==> src/rtl/prefix_adder_pkg.sv <==
package prefix_adder_pkg;

  // Generate/propagate pair for a single bit or a group of bits.
  typedef struct packed {
    logic gen;
    logic prop;
  } gpPair_t;

  // Width of the lower part when a range of n bits is split.
  function automatic int lowSpan(input int n);
    return (n + 1) / 2;
  endfunction

endpackage

==> src/rtl/pa_gp_cell.sv <==
module pa_gp_cell
  import prefix_adder_pkg::*;
#(
  parameter int WIDTH = 8
) (
  input  logic    [WIDTH-1:0] opA,
  input  logic    [WIDTH-1:0] opB,
  output gpPair_t [WIDTH-1:0] bitGp
);

  for (genvar i = 0; i < WIDTH; i++) begin : g_bit
    assign bitGp[i].gen  = opA[i] & opB[i];
    assign bitGp[i].prop = opA[i] ^ opB[i];
  end

endmodule

==> src/rtl/pa_merge_cell.sv <==
module pa_merge_cell
  import prefix_adder_pkg::*;
(
  input  gpPair_t lowGrp,
  input  gpPair_t highGrp,
  output gpPair_t mergedGrp
);

  assign mergedGrp.gen  = highGrp.gen | (lowGrp.gen & highGrp.prop);
  assign mergedGrp.prop = lowGrp.prop & highGrp.prop;

endmodule

==> src/rtl/pa_eval_cell.sv <==
module pa_eval_cell
  import prefix_adder_pkg::*;
(
  input  gpPair_t grp,
  input  logic    carryIn,
  output logic    carryOut
);

  assign carryOut = grp.gen | (grp.prop & carryIn);

endmodule

==> src/rtl/pa_carry_tree.sv <==
module pa_carry_tree
  import prefix_adder_pkg::*;
#(
  parameter int WIDTH = 8
) (
  input  gpPair_t [WIDTH-1:0] bitGp,
  input  logic                carryIn,
  output logic    [WIDTH-1:0] carryVec,
  output gpPair_t             groupGp
);

  localparam int LOW_W  = (WIDTH > 1) ? lowSpan(WIDTH) : 1;
  localparam int HIGH_W = (WIDTH > 1) ? (WIDTH - LOW_W) : 1;

  if (WIDTH == 1) begin : g_leaf
    // A single position takes the carry handed to its range.
    assign carryVec[0] = carryIn;
    assign groupGp     = bitGp[0];
  end else begin : g_split
    gpPair_t             lowGp;
    gpPair_t             highGp;
    logic    [LOW_W-1:0] lowCarry;
    logic    [HIGH_W-1:0] highCarry;
    logic                midCarry;

    pa_carry_tree #(.WIDTH(LOW_W)) u_low (
      .bitGp   (bitGp[LOW_W-1:0]),
      .carryIn (carryIn),
      .carryVec(lowCarry),
      .groupGp (lowGp)
    );

    // Carry into the upper half comes from the lower half's group.
    pa_eval_cell u_eval (
      .grp     (lowGp),
      .carryIn (carryIn),
      .carryOut(midCarry)
    );

    pa_carry_tree #(.WIDTH(HIGH_W)) u_high (
      .bitGp   (bitGp[WIDTH-1:LOW_W]),
      .carryIn (midCarry),
      .carryVec(highCarry),
      .groupGp (highGp)
    );

    pa_merge_cell u_merge (
      .lowGrp   (lowGp),
      .highGrp  (highGp),
      .mergedGrp(groupGp)
    );

    assign carryVec = {highCarry, lowCarry};
  end

endmodule

==> src/rtl/pa_sum_bank.sv <==
module pa_sum_bank #(
  parameter int WIDTH = 8
) (
  input  logic [WIDTH-1:0] opA,
  input  logic [WIDTH-1:0] opB,
  input  logic [WIDTH-1:0] carryVec,
  output logic [WIDTH-1:0] sumVec
);

  // Sum output of a full adder per bit; its carry output is not needed
  // because the tree already supplies every carry.
  for (genvar i = 0; i < WIDTH; i++) begin : g_fa
    assign sumVec[i] = opA[i] ^ opB[i] ^ carryVec[i];
  end

endmodule

==> src/rtl/prefix_adder.sv <==
module prefix_adder
  import prefix_adder_pkg::*;
#(
  parameter int WIDTH = 32
) (
  input  logic [WIDTH-1:0] addendA,
  input  logic [WIDTH-1:0] addendB,
  output logic [WIDTH-1:0] sumOut
);

  gpPair_t [WIDTH-1:0] bitGp;
  logic    [WIDTH-1:0] carryVec;
  gpPair_t             rootGp;

  pa_gp_cell #(.WIDTH(WIDTH)) u_gp (
    .opA  (addendA),
    .opB  (addendB),
    .bitGp(bitGp)
  );

  // the carry entering bit 0 is tied low.
  pa_carry_tree #(.WIDTH(WIDTH)) u_tree (
    .bitGp   (bitGp),
    .carryIn (1'b0),
    .carryVec(carryVec),
    .groupGp (rootGp)
  );

  pa_sum_bank #(.WIDTH(WIDTH)) u_sum (
    .opA     (addendA),
    .opB     (addendB),
    .carryVec(carryVec),
    .sumVec  (sumOut)
  );

endmodule

==> config.mk <==
export PLATFORM = sky130hd
export DESIGN_NAME = prefix_adder
export DESIGN_NICKNAME = d
export VERILOG_FILES = /design/src/rtl/prefix_adder_pkg.sv /design/src/rtl/pa_gp_cell.sv /design/src/rtl/pa_merge_cell.sv /design/src/rtl/pa_eval_cell.sv /design/src/rtl/pa_carry_tree.sv /design/src/rtl/pa_sum_bank.sv /design/src/rtl/prefix_adder.sv
export SDC_FILE = /design/constraint.sdc
export NUM_CORES = 1
export LEC_CHECK = 0
export ABC_AREA = 1
export BUFFER_PORTS_ARGS = -buffer_cell sky130_fd_sc_hd__clkbuf_2
export CORE_MARGIN = 2
export CORE_UTILIZATION = 42
export DETAILED_ROUTE_END_ITERATION = 8
export PLACE_DENSITY_LB_ADDON = 0.05
export SYNTH_ARGS = -nofsm -noshare
export SYNTH_HDL_FRONTEND = slang
export SYNTH_SLANG_ARGS = --single-unit
==> constraint.sdc <==
create_clock -name vclk -period 5.8
set_input_delay 0.29 -clock vclk [all_inputs]
set_output_delay 0.29 -clock vclk [all_outputs]
set_load 0.02 [all_outputs]
; ---- After elaboration in Yosys (flattened, before gate mapping)
; Cells that the tools add are included.
[word_totals]
register_bits = 0
input_bits = 64
output_inout_bits = 32
wordCells = 220
[classes]
n_bitwise = 220
[op_table]
columns = op, n
row1 = 1-bit AND, 105
row2 = 1-bit XOR, 63
row3 = 1-bit OR, 52

; ---- Logic depth before layout (Yosys ltp)
; Gate-level depths: netlist (run 1).
[logic_depth]
depth_word = 18
ltp_mapped = 16
depth_no_buf = 16

; ---- By module
; From an unflattened synthesis (run 1), not the netlist that was laid out.
[unflattened]
cells_unflattened = 697
hier_area_um2 = 3417.0
[modules_own_cells]
columns = mod, n_inst, cells_each, area_per_inst_um2, seq_area_each_um2
row1 = pa_sum_bank, 1, 288, 1121.1, 0.0
row2 = pa_carry_tree (u_tree.g_split.u_high.g_split.u_high.g_split.u_high.g_split.u_high.g_split.u_high ...), 32, 3, 22.5, 0.0
row3 = pa_merge_cell, 31, 5, 18.8, 0.0
row4 = pa_gp_cell, 1, 32, 400.4, 0.0
row5 = pa_eval_cell, 31, 3, 11.3, 0.0
row6 = pa_carry_tree (u_tree.g_split.u_high.g_split.u_high.g_split.u_high.g_split.u_high ...), 16, 2, 15.0, 0.0
row7 = prefix_adder, 1, 1, 3.8, 0.0

; ---- Least setup slack after synthesis (run 1)
; No wires, ideal clock.
[synth_timing]
path_kind = input port to output port
from = input port addendA[0]
to = output port sumOut[31]
arrival_time_ps = 2378
required_time_ps = 5510
path_slack_ps = 3132
stages = 16
path_buffers = 0
path_cell_list = ha_1 fa_1 nand3_1 nand3_1 nand2_1 nand2_1 nand2_1 nand2_2 nand2_2 nand2_2 nand2_2 nand2_2 nand2_2 nand2_2 fa_1 xnor2_1
[synth_between]
elab_chain_cells = 18
[synth_rtl]
columns = item, line
row1 = start: declaration, prefix_adder.sv:6  ; input logic [WIDTH-1:0] addendA,
row2 = 1-bit AND, pa_gp_cell.sv:12  ; assign bitGp[i].gen = opA[i] & opB[i];
row3 = 1-bit AND, pa_merge_cell.sv:9  ; assign mergedGrp.gen = highGrp.gen | (lowGrp.gen & highGrp.prop);
row4 = 1-bit OR, pa_merge_cell.sv:9
row5 = 1-bit AND, pa_merge_cell.sv:9
row6 = 1-bit OR, pa_merge_cell.sv:9
row7 = 1-bit AND, pa_merge_cell.sv:9
row8 = 1-bit OR, pa_merge_cell.sv:9
row9 = 1-bit AND, pa_merge_cell.sv:9
row10 = [... 2 more ...], --
row11 = 1-bit OR, pa_eval_cell.sv:9  ; assign carryOut = grp.gen | (grp.prop & carryIn);
row12 = 1-bit AND, pa_eval_cell.sv:9
row13 = 1-bit OR, pa_eval_cell.sv:9
row14 = 1-bit AND, pa_eval_cell.sv:9
row15 = 1-bit OR, pa_eval_cell.sv:9
row16 = 1-bit AND, pa_eval_cell.sv:9
row17 = 1-bit OR, pa_eval_cell.sv:9
row18 = 1-bit XOR, pa_sum_bank.sv:13  ; assign sumVec[i] = opA[i] ^ opB[i] ^ carryVec[i];
row19 = end: declaration, prefix_adder.sv:8  ; output logic [WIDTH-1:0] sumOut
; No other way between the ends.

; ---- Worst setup path in the final report (run 1)
[layout_timing]
from = input port addendA[0]
to = output port sumOut[23]
[layout_between]
elab_chain_cells = 16
[layout_rtl]
columns = item, line
row1 = 1-bit AND, pa_gp_cell.sv:12
row2 = 1-bit AND, pa_merge_cell.sv:9
row3 = 1-bit OR, pa_merge_cell.sv:9
row4 = 1-bit AND, pa_merge_cell.sv:9
row5 = 1-bit OR, pa_merge_cell.sv:9
row6 = 1-bit AND, pa_merge_cell.sv:9
row7 = 1-bit OR, pa_merge_cell.sv:9
row8 = 1-bit AND, pa_merge_cell.sv:9
row9 = 1-bit OR, pa_merge_cell.sv:9
row10 = 1-bit AND, pa_eval_cell.sv:9
row11 = 1-bit OR, pa_eval_cell.sv:9
row12 = 1-bit AND, pa_eval_cell.sv:9
row13 = 1-bit OR, pa_eval_cell.sv:9
row14 = 1-bit AND, pa_eval_cell.sv:9
row15 = 1-bit OR, pa_eval_cell.sv:9
row16 = 1-bit XOR, pa_sum_bank.sv:13
; No other way between the ends.

==> results.toml, run 1 <==
[critical_path]
crit_top_cell = "nand2_1"
crit_type = "in -> out"
cp-startpoint = "addendA[0]"
cpPeakStageDelay_ns = 0.39
critPathTopFamily = "adder cells"
critical_path_required_ns = 5.51
worstPathCellList = "clkbuf_2, ha_1, fa_1, nand3_1, nand3_1, nand2_1, nand2_1, nand2_1, nand2_2, a21oi_1, o21ai_0, fa_1, xor2_1, clkbuf_2"
startpoint_type = "input pin"
endpoint_kind = "output pin"
cp.buffers_inverters = 2
worst_path_max_delay_cell = "fa_1"
crit_fanout = 4
cp.arrival_ns = 2.53

[die]
die_height_um = 59.0
core_area_sq_mm = 0.00281
dieArea_sq_mm = 0.00348
fp.dieW_um = 59.0
num_rows = 19
start_util_pct = 45.3
io_pins = 96

[global_route]
grt-ovfl-total = 0
grt_pass1_vias = 1177
grt_pass1_wl_um = 4420
grtUsageTotal_pct = 15.3
antenna_found_initial = 0
grt_max_degree = 5

[power_and_ir_drop]
cellLeakagePower_nw = 1.11
power_density_mw_per_mm2 = 138
peakVddDrop_mv = 0.0691

[yosys]
netlist_instances = 159
yosys_warnings = 0
syn_area_per_cell_sq_um = 8.00
syn-cell-area_sq_mm = 0.00127
ys_seq_area_share_pct = 0
syn_nets = 268
synth_cell_type_count = 18

[detailed_routing]
wire_per_inst_um = 9.38
firstDrtPassIters = 3
ant_nets = 0
num_vias = 1323
wl_um = 2680
drcViolationCount = 0
via_per_inst = 4.63
drt_iter0_drc = 6

[timing]
whs_ns = 0.931
finalSetupViolations = 0
max_freq_mhz = 355
tightest_slew_ns = 0.240
rsz0062_at_grt = "no"
fin_crit_sh_pct = 48.6
hold_viol_final = 0
fin_crit_ns = 2.82
relSlewSlack_pct = 83.9
finalMaxSlewViolations = 0
finalSetupTns_ns = 0
setup_slack_ns = 2.98

[layout]
drive_gt1_share_pct = 42.4
diodes = 0
seq_area_sq_um = 0
final_util_pct = 63.8
area_growth_pct = 40.8
final_nets = 366
finish.instance_area_sq_mm = 0.00179
seq_cells = 0
nClkBuffers = 0

[placement]
placed_cell_area_sq_mm = 0.00179
place_ws_ns = 2.94
port_buffers = 96
place_hpwl_um = 2580
routabilityCongestion = 0.789

[hold_path]
worstHoldStart = "addendB[0]"
min_path_cells = 3
hp-class = "in -> out"
worstHoldEndpoint = "sumOut[0]"

[cts]
post_cts_resized = 0
post_cts.repair.setup_buffers = 0
cts_hold_buf = 0

[flow_run]
maxCapViolations = 0

[status]
status = "complete, no violations"
==> kinds of logic after synthesis <==
logic type	Yosys count	share of synthesized area, %
adder cells (fa/ha/maj)	45	53.7
buffers and inverters	31	9.15
AND/OR/NAND/NOR	46	16.1
AO/OA/AOI/OAI	21	9.94
XOR/XNOR	16	11.0
==> layout make-up <==
cell class                 count  area, sq um
multi-input combinational    128         1150
timing repair buffer          96          480
tap                           31         38.8
fill                         273         1010
inverter                      31          116
==> where the power goes <==
group	total (mW)	switching, mW	internal (mW)	leakage, nW
Combinational	0.247	0.150	0.0973	1.11
Clock	0	0	0	0
Sequential	0	0	0	0
==> Yosys cell counts (all sizes together) <==
master,n,area (sq um)
xnor2,7,61.3
nand2,34,148
xor2,9,78.8
inv,31,116
nand3,4,20.0
a31o,3,26.3
a211oi,1,7.51
fa,16,320
nand4,2,12.5
o21ai,3,15.0
ha,29,363
a21oi,11,55.1
a21o,1,7.51
nor2,6,25.0
o21bai,2,15.0
==> per-layer routing <==
layer | global-route usage (%) | up-vias | part of all wire, %
met5 | 0 | - | 0
met1 | 19.3 | 561 | 43
met4 | 0 | 0 | 0
met3 | 1.75 | 0 | 9.5
met2 | 29.4 | 56 | 47
li1 | - | 706 | -
==> placed cells by master (no fill, tap or decap) <==
cell type  netlist  routed
o21ai_1          1       1
inv_1           31      31
nand2_1         26      26
a21oi_1         11      11
o21ai_0          2       2
a211oi_1         1       1
nand4_1          2       2
nor2_1           5       5
ha_1            29      29
xnor2_1          7       7
nand3_1          4       4
nand2_2          8       8
a21o_1           1       1
nor2_2           1       1
fa_1            16      16
xor2_1           9       9
clkbuf_2         0      96
o21bai_1         2       2
a31o_2           3       3
==> worst max path at each step <==
| stage | to | cells after the start |
|---|---|---|
| after floorplan | sumOut[31] | 16 |
| after global placement | sumOut[31] | 18 |
| after detailed placement | sumOut[23] | 14 |
| after CTS | sumOut[23] | 14 |
| after global routing | sumOut[23] | 14 |
| final | sumOut[23] | 14 |
==> stage by stage <==
step / total power [mW] / std cells
after floorplan: 0.172 / 159
after global placement: 0.248 / 286
after detailed placement: 0.251 / 286
after CTS: 0.252 / 286
after global routing: 0.277 / 286
final: 0.247 / 286
Note: power is estimated with default switching activity, not from simulation.
==> inputs of run 2 (changes only) <==
Clock period 5.8 ns to 2.6 ns, I/O delays scaled along.
==> results.toml, run 2 (same netlist as run 1, synthesis figures left out) <==
[layout]
area_growth_pct = 42.1
seq_area_sq_um = 0
mostFrequentLayoutCell = "clkbuf_2"
drive_gt1_share_pct = 43.4
num-fill-cells = 285
nClkBuffers = 0
diodes = 0
final_nets = 367
multi_input_area_sq_mm = 0.00116
seq_cells = 0
layout_common_cells = "clkbuf_2 (95), inv_1 (31), ha_1 (29), nand2_1 (26), fa_1 (15)"

[critical_path]
crit_type = "in -> out"
cpPeakStageDelay_ns = 0.37
worstPathCellList = "clkbuf_2, ha_1, fa_2, nand3_1, nand3_1, nand2_1, nand2_1, nand2_1, nand2_2, nand2_2, nand2_2, nand2_2, nand2_2, nand2_2, nand2_2, fa_1, xnor2_1, buf_4"
startpoint_type = "input pin"
endpoint_kind = "output pin"
critical_path_required_ns = 2.47
crit_top_cell = "nand2_2"
cp.arrival_ns = 2.30
worst_path_max_delay_cell = "fa_1"
crit_fanout = 4

[power_and_ir_drop]
peakVddDrop_mv = 0.189
switching_power_mw = 0.333
intPower_mw = 0.221
cellLeakagePower_nw = 1.11
power_density_mw_per_mm2 = 307
sw_frac_of_total_pct = 60.1
clockPowerShare_pct = 0
p_comb_share_pct = 100.0
sequentialPowerShare_pct = 0

[detailed_routing]
via_per_inst = 4.59
wl_um = 2610
num_vias = 1318
drt_iter0_drc = 16
wire_per_inst_um = 9.10
drcViolationCount = 0
firstDrtPassIters = 2
ant_nets = 0

[global_route]
antenna_found_initial = 0
grt_max_degree = 5
grt_pass1_vias = 1155
grt_pass1_wl_um = 4280
grt-ovfl-total = 0
grtUsageTotal_pct = 14.6

[timing]
setup_slack_ns = 0.175
max_freq_mhz = 412
fin_crit_ns = 2.43
finalSetupViolations = 0
hold_viol_final = 0
rsz0062_at_grt = "no"
fin_crit_sh_pct = 93.3
finalSetupTns_ns = 0
finalMaxSlewViolations = 0
relSlewSlack_pct = 83.0
tightest_slew_ns = 0.253

[die]
core_area_sq_mm = 0.00281
die_height_um = 59.0
fp.dieW_um = 59.0
start_util_pct = 45.3
num_rows = 19
dieArea_sq_mm = 0.00348
io_pins = 96

[placement]
port_buffers = 96
place_hpwl_um = 2550
routabilityCongestion = 0.809
place_ws_ns = 0.0937

[status]
status = "complete, no violations"

[hold_path]
hp-class = "in -> out"

[flow_run]
maxCapViolations = 0

[cts]
cts_hold_buf = 0
post_cts_resized = 0
post_cts.repair.setup_buffers = 0
[run 2: cell types whose count changed in the layout (fill, tap and decap cells not counted), sizes merged]
| cell | change |
|---|---|
| clkbuf | -1 |
| buf | +2 |
[run 2: power by group through the flow]
stage               sequential (mW)  combinational [mW]  clock, mW
floorplan                         0               0.383          0
finish                            0               0.555          0
global placement                  0               0.556          0
global route                      0               0.623          0
detailed placement                0               0.558          0
CTS                               0               0.561          0
[run 2: metrics by stage]
stage / cell area [sq um] / cells / total power, mW / utilization [%] / hold WS (ns)
4_1_cts: 1800 / 287 / 0.561 / 64.1 / 0.609
5_1_grt: 1810 / 287 / 0.623 / 64.4 / 0.617
3_3_place_gp: 1800 / 287 / 0.556 / 64.1 / 0.598
3_5_place_dp: 1800 / 287 / 0.558 / 64.1 / 0.608
2_1_floorplan: 1270 / 159 / 0.383 / - / 0.460
6_report: 1810 / 287 / 0.555 / 64.4 / 0.608
[run 2: routing by layer]
metal,wire [um],GRT usage [%],vias to the layer above
li1,-,-,708
met5,0,0,-
met1,1130,18.8,552
met3,234,1.75,0
met2,1240,27.8,58
met4,0,0,0
[run 2: final cells by class]
class	count	share of cell area, %
inverters	31	6.44
multi-input cells	128	64.3
well taps	31	2.15
repair buffers	97	27.1
[run 2: worst paths after layout]
check                  start  slack, ns  depth (start not counted)         end
hold / removal    addendB[0]       0.61                          3   sumOut[0]
setup / recovery  addendA[0]       0.17                         18  sumOut[31]
[run 2: worst max-delay path, delay by kind of cell]
| family | cells | cell delay, ns |
|---|---|---|
| xor+xnor | 1 | 0.16 |
| simple gates | 12 | 0.85 |
| fa+ha+maj | 3 | 0.91 |
| buf+inv | 2 | 0.24 |
==> inputs of run 3 (changes only) <==
Settings changed: CORE_MARGIN 2 to 8.
==> results.toml, run 3 (same netlist as run 1, synthesis figures left out) <==
[status]
status = "complete, no violations"

[die]
core_area_sq_mm = 0.00295
io_pins = 96
num_rows = 20
start_util_pct = 43.1
die_height_um = 71.0
dieArea_sq_mm = 0.00504
fp.dieW_um = 71.0

[power_and_ir_drop]
cellLeakagePower_nw = 1.11
power_density_mw_per_mm2 = 309
peakVddDrop_mv = 0.164

[layout]
layout_common_cells = "clkbuf_2 (95), inv_1 (31), ha_1 (29), nand2_1 (26), fa_1 (15)"
diodes = 0
finish.instance_area_sq_mm = 0.00181
num-fill-cells = 295
mostFrequentLayoutCell = "clkbuf_2"
drive_gt1_share_pct = 43.4
final_nets = 367
seq_area_sq_um = 0
area_growth_pct = 42.3
nClkBuffers = 0
seq_cells = 0

[critical_path]
critical_path_required_ns = 2.47
crit_fanout = 4
crit_type = "in -> out"
cp.arrival_ns = 2.26
startpoint_type = "input pin"
endpoint_kind = "output pin"

[timing]
setup_slack_ns = 0.214
rsz0062_at_grt = "no"
fin_crit_ns = 2.39
tightest_slew_ns = 0.248
fin_crit_sh_pct = 91.8
finalSetupTns_ns = 0
finalSetupViolations = 0
hold_viol_final = 0
finalMaxSlewViolations = 0
max_freq_mhz = 419
relSlewSlack_pct = 83.3

[global_route]
grt-ovfl-total = 0
grt_max_degree = 5
antenna_found_initial = 0
grt_pass1_vias = 1395
grt_pass1_wl_um = 5290
grtUsageTotal_pct = 11.6

[hold_path]
min_path_cells = 3
worstHoldStart = "addendB[0]"
hp-class = "in -> out"
worstHoldEndpoint = "sumOut[0]"

[detailed_routing]
wire_per_inst_um = 10.6
num_vias = 1322
via_per_inst = 4.57
wl_um = 3070
firstDrtPassIters = 2
drcViolationCount = 0
ant_nets = 0
drt_iter0_drc = 18

[placement]
port_buffers = 96
placed_cell_area_sq_mm = 0.00180
routabilityCongestion = 0.775
place_hpwl_um = 2990
place_ws_ns = 0.0979

[flow_run]
maxCapViolations = 0

[cts]
post_cts.repair.setup_buffers = 0
==> run 3: worst max path at each step <==
stage                from    endpoint  slack [ns]
3_5_place_dp   addendA[0]  sumOut[31]         0.1
2_1_floorplan  addendA[0]  sumOut[31]        0.25
5_1_grt        addendA[0]  sumOut[31]        0.01
6_report       addendA[0]  sumOut[31]        0.21
3_3_place_gp   addendA[0]  sumOut[31]        0.12
4_1_cts        addendA[0]  sumOut[31]         0.1
==> run 3: layer usage <==
layer	GRT usage [%]	part of all wire, %
met4	0	0
met3	4.94	11
met2	22.5	48
met1	11.9	41
met5	0	0
==> run 3: repair_timing <==
item,4_1_cts,5_1_grt
resized for setup,0,4
setup endpoints to repair,0,2
hold buffers,0,0
==> run 3: layout make-up <==
class / instances / area, sq um / area share (%)
timing repair buffer: 97 / 490 / 27.1
inverter: 31 / 116 / 6.43
multi-input combinational: 128 / 1160 / 64.2
tap: 33 / 41.3 / 2.28
==> run 3: through the flow <==
step	instances	util, %	hold slack (ns)	power [mW]
after global placement	289	61.0	0.601	0.564
final	289	61.3	0.602	0.560
after detailed placement	289	61.0	0.604	0.565
after floorplan	159	-	0.460	0.383
after CTS	289	61.0	0.605	0.568
after global routing	289	61.3	0.613	0.628
==> run 3: power by group <==
group	internal (mW)	switching [mW]	leakage [nW]	total (mW)
sequential	0	0	0	0
combinational	0.221	0.338	1.11	0.560
clock	0	0	0	0
total	0.221	0.338	1.11	0.560
==> run 3: worst max-delay path, stage by stage <==
cell and delay [ns]:
clkbuf_2 0.08, ha_1 0.20, fa_2 0.34, nand3_1 0.08
nand3_1 0.08, nand2_1 0.06, nand2_1 0.08, nand2_1 0.08
nand2_2 0.09, nand2_2 0.07, nand2_2 0.05, nand2_2 0.06
nand2_2 0.06, nand2_2 0.07, nand2_2 0.04, fa_1 0.37
xnor2_1 0.14, buf_4 0.16
